<file path="src/rtl/dma_reload_chan.sv">
module dma_reload_chan #(
  parameter int AW = 32,
  parameter int CW = 16,
  parameter int BW = 5,
  parameter logic [AW-1:0] PORT_ADDR = 32'h4000_0000
) (
  input  logic          clk,
  input  logic          rst_n,
  input  logic          reg_we,
  input  logic [3:0]    reg_addr,
  input  logic [31:0]   reg_wdata,
  output logic [31:0]   reg_rdata,
  input  logic          per_req,
  output logic          bus_req,
  output logic          bus_we,
  output logic [AW-1:0] bus_addr,
  output logic [1:0]    bus_size,
  output logic [31:0]   bus_wdata,
  input  logic          bus_gnt,
  input  logic [31:0]   bus_rdata,
  output logic          irq
);
  localparam int BLW = BW + 1;
  localparam logic [1:0] S_IDLE = 2'd0, S_WAIT = 2'd1, S_RD = 2'd2, S_WR = 2'd3;

  function automatic logic [2:0] nbytes(input logic [1:0] w);
    return (w == 2'd0) ? 3'd1 : (w == 2'd1) ? 3'd2 : 3'd4;
  endfunction

  function automatic logic [31:0] wmask(input logic [1:0] w);
    return (w == 2'd0) ? 32'h0000_00FF : (w == 2'd1) ? 32'h0000_FFFF : 32'hFFFF_FFFF;
  endfunction

  function automatic logic [1:0] wclamp(input logic [1:0] w);
    return (w == 2'd3) ? 2'd2 : w;
  endfunction

  logic [1:0]    st;
  logic [1:0]    src_w, dst_w, mode;
  logic          src_inc, dst_inc, ctz_ie, dis_ie;
  logic [BW-1:0] burst_m1;
  logic [AW-1:0] src, dst, rsrc, rdst;
  logic [CW-1:0] cnt, rcnt;
  logic [BLW-1:0] bleft;
  logic [31:0]   hold;
  logic          f_ctz, f_dis;

  wire idle     = (st == S_IDLE);
  wire wr_cfg   = reg_we && reg_addr == 4'd0;
  wire wr_cmd   = reg_we && reg_addr == 4'd1;
  wire stop_cmd = wr_cmd && reg_wdata[1];
  wire start_cmd = wr_cmd && reg_wdata[0] && !reg_wdata[1];
  wire wr_flags = reg_we && reg_addr == 4'd8;

  wire [2:0]    sb = nbytes(src_w);
  wire [2:0]    db = nbytes(dst_w);
  wire [CW-1:0] db_ext = CW'(db);
  wire          last = (cnt <= db_ext);
  wire [CW-1:0] cnt_next = last ? '0 : cnt - db_ext;
  wire          rd_done = (st == S_RD) && bus_gnt;
  wire          wr_done = (st == S_WR) && bus_gnt;
  wire          reload_go = wr_done && last && (rcnt != '0);
  wire          finish = wr_done && last && (rcnt == '0);
  wire [BLW-1:0] burst_bytes = BLW'(burst_m1) + BLW'(1);
  wire          burst_end = (bleft <= BLW'(db));
  wire [1:0]    run_state = (mode == 2'd0) ? S_RD : S_WAIT;
  wire          go = idle && start_cmd && (cnt != '0);

  always_ff @(posedge clk or negedge rst_n) begin
    if (!rst_n) st <= S_IDLE;
    else if (stop_cmd) st <= S_IDLE;
    else begin
      case (st)
        S_IDLE: if (go) st <= run_state;
        S_WAIT: if (per_req) st <= S_RD;
        S_RD:   if (bus_gnt) st <= S_WR;
        default: if (bus_gnt) begin
          if (finish) st <= S_IDLE;
          else if (last) st <= run_state;
          else if (mode != 2'd0 && burst_end) st <= S_WAIT;
          else st <= S_RD;
        end
      endcase
    end
  end

  always_ff @(posedge clk or negedge rst_n) begin
    if (!rst_n) bleft <= '0;
    else if (go || reload_go || (wr_done && burst_end)) bleft <= burst_bytes;
    else if (wr_done) bleft <= bleft - BLW'(db);
  end

  always_ff @(posedge clk or negedge rst_n) begin
    if (!rst_n) begin
      src_w <= '0; dst_w <= '0; mode <= '0;
      src_inc <= 1'b0; dst_inc <= 1'b0; burst_m1 <= '0;
      ctz_ie <= 1'b0; dis_ie <= 1'b0;
    end else if (wr_cfg) begin
      ctz_ie <= reg_wdata[16];
      dis_ie <= reg_wdata[17];
      if (idle) begin
        src_w    <= wclamp(reg_wdata[1:0]);
        dst_w    <= wclamp(reg_wdata[3:2]);
        src_inc  <= reg_wdata[4];
        dst_inc  <= reg_wdata[5];
        mode     <= (reg_wdata[7:6] == 2'd3) ? 2'd0 : reg_wdata[7:6];
        burst_m1 <= reg_wdata[8 +: BW];
      end
    end
  end

  always_ff @(posedge clk or negedge rst_n) begin
    if (!rst_n) begin
      rsrc <= '0; rdst <= '0; rcnt <= '0;
    end else if (reg_we) begin
      if (reg_addr == 4'd5) rsrc <= reg_wdata[AW-1:0];
      if (reg_addr == 4'd6) rdst <= reg_wdata[AW-1:0];
      if (reg_addr == 4'd7) rcnt <= reg_wdata[CW-1:0];
    end
  end

  always_ff @(posedge clk or negedge rst_n) begin
    if (!rst_n) begin
      src <= '0; dst <= '0; cnt <= '0; hold <= '0;
    end else begin
      if (idle && reg_we && reg_addr == 4'd2) src <= reg_wdata[AW-1:0];
      else if (reload_go) src <= rsrc;
      else if (rd_done && src_inc && mode != 2'd1) src <= src + AW'(sb);

      if (idle && reg_we && reg_addr == 4'd3) dst <= reg_wdata[AW-1:0];
      else if (reload_go) dst <= rdst;
      else if (wr_done && dst_inc && mode != 2'd2) dst <= dst + AW'(db);

      if (idle && reg_we && reg_addr == 4'd4) cnt <= reg_wdata[CW-1:0];
      else if (wr_done) cnt <= reload_go ? rcnt : cnt_next;

      if (rd_done) hold <= bus_rdata & wmask(src_w);
    end
  end

  always_ff @(posedge clk or negedge rst_n) begin
    if (!rst_n) begin
      f_ctz <= 1'b0; f_dis <= 1'b0;
    end else begin
      f_ctz <= (wr_done && last) | (f_ctz & ~(wr_flags & reg_wdata[0]));
      f_dis <= stop_cmd | (idle && start_cmd && cnt == '0) | finish
             | (f_dis & ~(wr_flags & reg_wdata[1]));
    end
  end

  assign bus_req   = (st == S_RD) || (st == S_WR);
  assign bus_we    = (st == S_WR);
  assign bus_size  = bus_we ? dst_w : src_w;
  assign bus_addr  = bus_we ? ((mode == 2'd2) ? PORT_ADDR : dst)
                            : ((mode == 2'd1) ? PORT_ADDR : src);
  assign bus_wdata = hold & wmask(dst_w);
  assign irq       = (f_ctz & ctz_ie) | (f_dis & dis_ie);

  always_comb begin
    case (reg_addr)
      4'd0: reg_rdata = {14'd0, dis_ie, ctz_ie, 3'd0, 5'(burst_m1), mode, dst_inc, src_inc, dst_w, src_w};
      4'd1: reg_rdata = {31'd0, !idle};
      4'd2: reg_rdata = 32'(src);
      4'd3: reg_rdata = 32'(dst);
      4'd4: reg_rdata = 32'(cnt);
      4'd5: reg_rdata = 32'(rsrc);
      4'd6: reg_rdata = 32'(rdst);
      4'd7: reg_rdata = 32'(rcnt);
      4'd8: reg_rdata = {30'd0, f_dis, f_ctz};
      default: reg_rdata = '0;
    endcase
  end

  assert_req_hold_R2: assert property (@(posedge clk) disable iff (!rst_n)
    (bus_req && !bus_gnt && !stop_cmd) |=> (bus_req && $stable(bus_addr) && $stable(bus_we) && $stable(bus_size)));

  assert_rd_then_wr_R2: assert property (@(posedge clk) disable iff (!rst_n)
    (bus_req && !bus_we && bus_gnt && !stop_cmd) |=> (bus_req && bus_we));

  assert_reload_R5: assert property (@(posedge clk) disable iff (!rst_n)
    (wr_done && last && rcnt != '0 && !stop_cmd) |=> (cnt == $past(rcnt) && !idle));

  assert_final_stop_R6: assert property (@(posedge clk) disable iff (!rst_n)
    (wr_done && last && rcnt == '0) |=> (!bus_req && f_ctz && f_dis));

  assert_wait_gate_R8: assert property (@(posedge clk) disable iff (!rst_n)
    (st == S_WAIT && !per_req && !stop_cmd) |=> !bus_req);

  assert_stop_drops_req_R9: assert property (@(posedge clk) disable iff (!rst_n)
    stop_cmd |=> (!bus_req && f_dis));

  assert_zero_start_R10: assert property (@(posedge clk) disable iff (!rst_n)
    (start_cmd && idle && cnt == '0) |=> (f_dis && !bus_req));
endmodule

</file>
<file path="config.mk">
export PLATFORM = sky130hd
export DESIGN_NAME = dma_reload_chan
export DESIGN_NICKNAME = d
export VERILOG_FILES = /design/src/rtl/dma_reload_chan.sv
export SDC_FILE = /design/constraint.sdc
export NUM_CORES = 1
export LEC_CHECK = 0
export ABC_AREA = 1
export ABC_CLOCK_PERIOD_IN_PS = 4900
export BUFFER_PORTS_ARGS = -buffer_cell sky130_fd_sc_hd__buf_2
export CAP_MARGIN = 30
export CORE_ASPECT_RATIO = 1.2
export CORE_UTILIZATION = 48
export DETAILED_ROUTE_END_ITERATION = 16
export PLACE_DENSITY = 0.68
export RECOVER_POWER = 100
export SYNTH_ARGS = -nofsm -noshare
export SYNTH_HDL_FRONTEND = slang
export SYNTH_SLANG_ARGS = --single-unit
</file>
<file path="constraint.sdc">
create_clock -name clk -period 4.9 [get_ports clk]
set_clock_uncertainty 0.1 [all_clocks]
set_input_delay 0.735 -clock clk [delete_from_list [all_inputs] [get_ports clk]]
set_output_delay 0.735 -clock clk [all_outputs]
set_load 0.005 [all_outputs]
</file>
Word level (Yosys, flattened, before mapping)
Index checks and enable logic that the tools add are counted.

Register bits after elaboration: 217. Input port bits: 73. Output and inout port bits: 101. Word-level logic and storage cells: 151.

$add $sub $neg: 5. Order comparisons: 2. Eq/ne operators: 23. Muxes and demuxes: 38. Bitwise logic cells: 15. Reductions and logical operators: 49.

Operators by type and width (count): $mux 32 (13); $pmux 32 s9 (1); $add 32x3->32 (2); $and 32x32->32 (2); $mux 16 (4); $logic_not 16->1 (2); $reduce_bool 16->1 (2); $mux 2 (13); $logic_and 1x1->1 (24); $eq 4x3->1 const B (4); $le 16x3->1 (1); $sub 16x3->16 (1); $eq 2x2->1 const B (6); $mux 3 (4); $mux 6 (2); $eq 2x1->1 const B (4); $eq 4x2->1 const B (2); $logic_not 2->1 (4); $reduce_and 2->1 (4); $add 5x1->6 const B (1); $and 1x1->1 (6); $le 6x3->1 (1); $ne 3x3->1 const B (2); $pmux 2 s3 (1); 15 further kinds (26).

Logic depth before layout (Yosys ltp)
Gate-level depths: netlist of the first run.

Depth after elaboration: 11. Gate-level depth with buffers: 18. Gate-level depth less buffers: 16.

Worst setup path before layout of the first run
No wires, ideal clock.

Path kind: reg-to-reg. From: reg dst_w[1]. To: reg bleft[0]. Setup time: 0.124 ns. Arrival time: 2.638 ns. Data required time: 4.676 ns. Path slack: 2.038 ns. Cell stages (with the launch flop): 16. Buffers on the path: 3. Period minus slack after synthesis: 2.862 ns. Path through: dfrtp_1 > nor2_1 > ha_1 > inv_1 > fa_1 > nand2_1 > nand2_1 > nand2_1 > nand2_2 > nor2_8 > nand3_4 > buf_6 > buf_6 > buf_2 > nand3_1 > nand3_1.

Longest elaborated chain between the ends: 9. Elaborated cells on any way between the ends: 15. Those cells by class: 1 x add/sub; 2 x order compare; 1 x eq/ne; 4 x mux; 7 x reduce/logical.

RTL lines: start: declaration (RTL line 39) `logic [1:0] src_w, dst_w, mode;`; start signal: assignment (RTL line 103) `dst_w <= wclamp(reg_wdata[3:2]);`; $eq 2x1->1 (RTL line 27) `return (w == 2'd0) ? 3'd1 : (w == 2'd1) ? 3'd2 : 3'd4;`; $mux 3 (RTL line 27); $mux 3 * (RTL line 27); $le 16x3->1 (RTL line 58) `wire last = (cnt <= db_ext);`; $logic_and 1x1->1 (2 in a row) (RTL line 62) `wire reload_go = wr_done && last && (rcnt != '0);`; $logic_or 1x1->1 (2 in a row) (RTL line 89) `else if (go || reload_go || (wr_done && burst_end)) bleft <= burst_bytes;`; $mux 6 or $reduce_bool 2->1 (tied branches); end signal: assignment (RTL line 89); end signal: assignment (RTL line 90) `else if (wr_done) bleft <= bleft - BLW'(db);`; end: declaration (RTL line 44) `logic [BLW-1:0] bleft;`.

Mark *: on every way between the ends. The rest lies on a longest branch, timed or not. The select of a mux whose other input is x is not followed. A chain may end at the register's enable or synchronous reset.

Final worst setup path of the first run
From: in reg_addr[2]. To: out reg_rdata[11].

Longest elaborated chain between the ends: 2. Elaborated cells on any way between the ends: 10. Those cells by class: 8 x eq/ne; 1 x mux; 1 x reduce/logical.

RTL lines: start: declaration (RTL line 10) `input logic [3:0] reg_addr,`; $eq 4x4->1 (tied with other cells) (RTL line 160) `case (reg_addr)`; $pmux 32 s9 * (RTL line 160); end: declaration (RTL line 12) `output logic [31:0] reg_rdata,`.

Mark *: on every way between the ends. The rest lies on a longest branch, timed or not.

==> results.ini, run 1 <==
[synth]
ys_ff_latch=217
synth_cell_types=41
synth_top_area_frac=0.362
syn_area_mm2=0.0150
synth_top_area_cell=dfrtp_1
postSynthAreaPerCell_um2=6.52
ys.flop_type=dfrtp_1
synth_edf_count=0
ys_top_cells_by_count=nand2_1 (756), inv_1 (291), nand3_1 (224)
ys_async_sr_fraction=1.00
synth.most_common_cell=nand2_1
syn_inst=2300
ys_seq_area_frac=0.362
ys_warn_count=0
synth_area_leaders=dfrtp_1 (36%), nand2_1 (19%), nand3_1 (7.5%), inv_1 (7.3%), o21ai_0 (5.5%)
synth_nets=2394

[sta]
setup_tns_ps=0
final_hold_viol_count=0
setup_slack_ps=341
relSlewSlack=-0.820
worst_pin_slew_ps=2730
setup_viol=0
fmax_ghz=0.219
rsz0062_at_grt=no
finalCritPeriodShare=0.930
period_minus_slack_ps=4560
maxSlewViolCount=224

[clocking]
cts.sinks=217
cts_buffer_depth=3
cts_tree=done
cts_buffers=26
cts_hold_buffers=0
cts_resized=0
cts_setup_buffers=0
clk_pin_slew_ps=60
h-tree-depth=1
cts-root-buf=clkbuf_16
insertion_delay_ps=570

[setup_path]
rrSetupSlack_ps=540
cp.required_ps=4070
worstSetupStartpointType=primary input
path_buf_inv=5
crit_path_end=reg_rdata[11]
cp_max_fo=24
path_class=in -> out
crit_slowest_cell=clkbuf_1
arrival_ps=3720
cp-end-kind=output port
crit_cells=9
reg2reg_from=dst_w[1]$_DFFE_PN0P_
r2r_end=dst[20]$_DFFE_PN0P_
cp_top_family=buffers and inverters
crit_chain=clkbuf_1 > inv_1 > nor2_1 > nand2_1 > clkinv_1 > clkbuf_1 > a221oi_1 > nand3_1 > buf_2
cp_slowest_stage_delay_ps=1270
crit_top_cell=clkbuf_1
reg2reg_depth=14
crit_start=reg_addr[2]

[hold_path]
hold_class=in -> reg

[cells_and_area]
area_growth_syn_to_layout_pct=13.1
layout.nets=2514
finish.utilization=0.555
drive_gt1_frac=0.0770

[route]
wl_per_cell_um=21.8
wl_mm=61.8
drtIter0Drc=2035
vias_per_cell=5.89
ant_nets=0
drc_errors=0
drt_pre_antenna_iters=6
vias=16700

[grt]
grt_usage=0.392
grt-ovfl-total=0
grt_max_degree=92
antenna_found_initial=1
grt_pass1_wl_mm=94.7
grt_pass1_vias=16000

[die]
ios=174
die_h_um=196
fp.dieW_um=163
core_area_mm2=0.0306
rows=70
dieArea_mm2=0.0319
floorplan.initialDensity=0.490

[power_and_ir_drop]
power_density_mw_per_mm2=526
peakVddDrop_uv=365
p_leak_nw=8.62

[job]
cap_violations=5

[placement]
dpl.hpwl_mm=46.1
io_buffers=173
dp_slack_ps=693
place_congestion=1.04

[outcome]
status=finished, violations left
violations=capacitance limit, slew limit

how the worst min path moves through the flow:
stage                             start                    to  slack, ps  cells after the start
global placement    hold[5]$_DFFE_PN0P_   hold[5]$_DFFE_PN0P_        360                      2
detailed placement  hold[5]$_DFFE_PN0P_   hold[5]$_DFFE_PN0P_        360                      2
floorplan                         rst_n  bleft[0]$_DFFE_PN0P_        340                      0
finish                     bus_rdata[2]   hold[2]$_DFFE_PN0P_        290                      3
CTS                               rst_n   cnt[11]$_DFFE_PN0P_        120                      1
global route               bus_rdata[1]   hold[1]$_DFFE_PN0P_        300                      3
state kept, by name, summed over array words and instances, names as in the netlist:
name and cells:
dst_w 2, hold 32, bleft 6, rsrc 32
f_ctz 1, f_dis 1, src_w 2, st 2
rcnt 16, ctz_ie 1, dst 32, burst_m1 5
cnt 16, src_inc 1, dis_ie 1, src 32
dst_inc 1, mode 2, rdst 32
placed cells by master, fill, tap and decap left out, drive strengths merged:
master / n
nand2: 759
inv: 296
nand3: 225
dfrtp: 217
nor2: 210
o21ai: 176
clkbuf: 122
buf: 119
nand4: 82
o22ai: 42
o31ai: 28
a21oi: 28
xor2: 20
or2: 18
ha: 17
a221o: 14
a221oi: 14
clkinv: 13
o211ai: 8
bufinv: 6
xnor2: 5
nand3b: 4
fa: 4
diode: 3
o2111ai: 3
a211oi: 3
nor3: 2
a31oi: 2
a22oi: 1
and2: 1
clkinvlp: 1
final cells by class:
cell class              count  area, µm²
multi-input cells        1666       7900
diodes                      3       7.51
flip-flops and latches    217       5430
clock buffers              35        746
well taps                 396        495
clock inverters            13        218
repair buffers            206       1020
inverters                 303       1140
fillers                  3203      13600
per-layer routing:
layer	wire length [µm]	global-route usage	vias to the layer above
li1	-	-	7697
met1	25000	0.517	7875
met2	27400	0.602	949
met3	6200	0.0801	214
met4	3220	0.203	0
met5	0	0	-
cells by family after synthesis:
logic type,count (synthesis),share of synthesized area
AO/OA/AOI/OAI,319,0.126
adder cells (fa/ha/maj),21,0.0195
flip-flops,217,0.362
AND/OR/NAND/NOR,1301,0.367
buffers and inverters,417,0.110
XOR/XNOR,25,0.0146
worst min-delay path: stages:
cell and delay (ps):
buf_2 70, nand2_1 40, nand2_1 50
metrics by stage:
step / instances / power [mW] / hold slack (ps) / cell area [µm²]
finish: 2839 / 8.91 / 294 / 17000
floorplan: 2300 / 5.28 / 339 / 15000
global placement: 2786 / 6.61 / 357 / 16100
global route: 2837 / 9.48 / 297 / 17000
detailed placement: 2788 / 6.67 / 360 / 16200
CTS: 2836 / 8.88 / 116 / 17100
where the power goes:
| group | internal [mW] | switching, mW |
|---|---|---|
| Combinational | 1.21 | 2.28 |
| Sequential | 2.38 | 0.831 |
| Clock | 1.38 | 0.826 |
No activity file was read; power rests on OpenSTA's default activity.
==> inputs of run 2 (changes only) <==
--- a/config.mk
+++ b/config.mk
@@ -12,7 +12,7 @@
 export CORE_ASPECT_RATIO = 1.2
 export CORE_UTILIZATION = 48
 export DETAILED_ROUTE_END_ITERATION = 16
-export PLACE_DENSITY = 0.68
+export PLACE_DENSITY = 0.75
 export RECOVER_POWER = 100
 export SYNTH_ARGS = -nofsm -noshare
 export SYNTH_HDL_FRONTEND = slang
==> results.ini, run 2 (synthesized netlist as in run 1, its figures left out) <==
[cells_and_area]
drive_gt1_frac=0.0743  ; -0.00278
final_common_cell=nand2_1
layout.filler_cells=3142  ; -1.9%
finish.utilization=0.552  ; -0.00254
diodes=0  ; -3
regArea_mm2=0.00543  ; unchanged
multi_input_area_mm2=0.00788  ; -0.21%
mostFrequentLayoutCells=nand2_1 (757), inv_1 (292), nand3_1 (224)
final_cells=2833  ; -0.21%
area_growth_syn_to_layout_pct=12.6
layout.nets=2511  ; -0.12%
finish.instance_area_mm2=0.0169  ; -0.46%

[setup_path]
crit_slowest_cell=clkbuf_1
cp_slowest_stage_delay_ps=1010  ; -260 ps
arrival_ps=4550  ; +830 ps
crit_chain=nor2_1 > inv_1 > fa_1 > nand2_1 > nand2_1 > nand2_1 > nand2_1 > nor2_1 > clkbuf_1 > nand4_1 > nand4_1 > nand2_1
path_class=reg -> reg
cp.required_ps=5230  ; +1160 ps
path_buf_inv=2  ; -3
crit_top_cell=nand2_1
cp-end-kind=flop
cp_max_fo=25  ; +4.2%
worstSetupStartpointType=flop
cp_top_family=simple AND/OR/NAND/NOR gates

[sta]
rsz0062_at_grt=no
period_minus_slack_ps=4220  ; -335 ps
fmax_ghz=0.237  ; +7.9%
setup_viol=0  ; unchanged
worst_pin_slew_ps=3090  ; +357 ps
final_hold_viol_count=0  ; unchanged
maxSlewViolCount=220  ; -1.8%
relSlewSlack=-1.06  ; -0.238
setup_tns_ps=0  ; unchanged
finalCritPeriodShare=0.862  ; -0.0684

[placement]
place_congestion=1.04  ; -0.45%
dpl.hpwl_mm=45.9  ; -0.47%
io_buffers=173  ; unchanged
placed_cells=2785  ; -0.11%
placed_area_mm2=0.0161  ; -0.19%

[grt]
grt_max_degree=113  ; +23%
grt-ovfl-total=0  ; unchanged
grt_pass1_vias=15500  ; -3.5%
antenna_found_initial=0  ; -1
grt_usage=0.383  ; -0.00842
grt_pass1_wl_mm=92.3  ; -2.6%

[die]
die_h_um=196  ; unchanged
dieArea_mm2=0.0319  ; unchanged
floorplan.initialDensity=0.490  ; unchanged
core_area_mm2=0.0306  ; unchanged
ios=174  ; unchanged
rows=70  ; unchanged
fp.dieW_um=163  ; unchanged

[clocking]
cts_resized=0  ; unchanged
cts_tree=done
cts_hold_buffers=0  ; unchanged
cts_setup_buffers=0  ; unchanged
cts.sinks=217  ; unchanged
insertion_delay_ps=560  ; about the same
h-tree-depth=1  ; unchanged
cts_buffer_depth=3  ; unchanged
cts-root-buf=clkbuf_16
cts_buffers=26  ; unchanged
clk_pin_slew_ps=60  ; about the same

[power_and_ir_drop]
combPwrFrac=0.393  ; about the same
finalPower_mw=8.91  ; about the same
power_density_mw_per_mm2=528  ; +0.44%
clkPwrFrac=0.239  ; -0.008
switchingPower_mw=4.04  ; +2.6%
p_int_mw=4.87  ; -2.1%
p_leak_nw=8.54  ; -0.86%
seq_power_share=0.368  ; +0.007
peakVddDrop_uv=330  ; -9.6%
netSwitchingFraction=0.454  ; +0.0117

[route]
vias=16600  ; -0.58%
drc_errors=0  ; unchanged
drtIter0Drc=2055  ; +0.98%
drt_pre_antenna_iters=6  ; unchanged
ant_nets=0  ; unchanged
vias_per_cell=5.87  ; -0.37%
wl_per_cell_um=21.7  ; -0.39%
wl_mm=61.5  ; -0.60%

[hold_path]
hold_class=in -> reg

[outcome]
violations=capacitance limit, slew limit
status=finished, violations left

[job]
cap_violations=3  ; -2

==> run 2: changes by cell type in the layout (fill, tap and decap cells not counted), sizes merged <==
cell,change
buf,-8
clkbuf,+3
diode,-3
bufinv,-2
clkinvlp,+2
inv,+2
==> run 2: power by group through the flow <==
stage	logic (mW)	registers, mW	clock network (mW)
after floorplan	2.45	2.84	0
after global placement	3.42	3.23	0
after detailed placement	3.49	3.24	0
after CTS	3.50	3.22	2.15
after global routing	3.92	3.32	2.20
final	3.50	3.28	2.13
==> run 2: cell type report <==
class,count,area share
inverter,303,0.0674
clock buffer,33,0.0437
multi-input combinational,1666,0.467
tap,396,0.0294
clock inverter,15,0.0117
sequential,217,0.322
timing repair buffer,203,0.0590
==> run 2: final timing paths <==
check                      cells past startpoint                 start  slack, ps                   end
min in group asynchronous                      1                 rst_n       1010    cnt[3]$_DFFE_PN0P_
max                                           12  dst_w[1]$_DFFE_PN0P_        680   src[14]$_DFFE_PN0P_
min                                            3          bus_rdata[3]        280   hold[3]$_DFFE_PN0P_
max in group asynchronous                      2                 rst_n       1520  rcnt[10]$_DFFE_PN0P_
max reg2reg                                   12  dst_w[1]$_DFFE_PN0P_        680   src[14]$_DFFE_PN0P_
min reg2reg                                    2   hold[3]$_DFFE_PN0P_        380   hold[3]$_DFFE_PN0P_
==> run 2: routing by layer <==
layer,global-route usage,routed length (µm)
met1,0.539,25300
met2,0.578,26700
met3,0.0701,6770
met4,0.152,2720
met5,0,0
==> run 2: worst reg2reg max path, delay by kind of cell (launching register included) <==
| kind | cells | cell delay [ps] |
|---|---|---|
| buffers and inverters | 2 | 1210 |
| adder cells (fa/ha/maj) | 1 | 430 |
| AND/OR/NAND/NOR | 9 | 1710 |
| flip-flops | 1 | 660 |
==> run 2: metrics by stage <==
| stage | hold slack, ps | setup slack, ps |
|---|---|---|
| after floorplan | 339 | 2040 |
| after global placement | 357 | 1330 |
| after detailed placement | 365 | 1230 |
| after CTS | 178 | 1210 |
| after global routing | 289 | 510 |
| final | 280 | 677 |
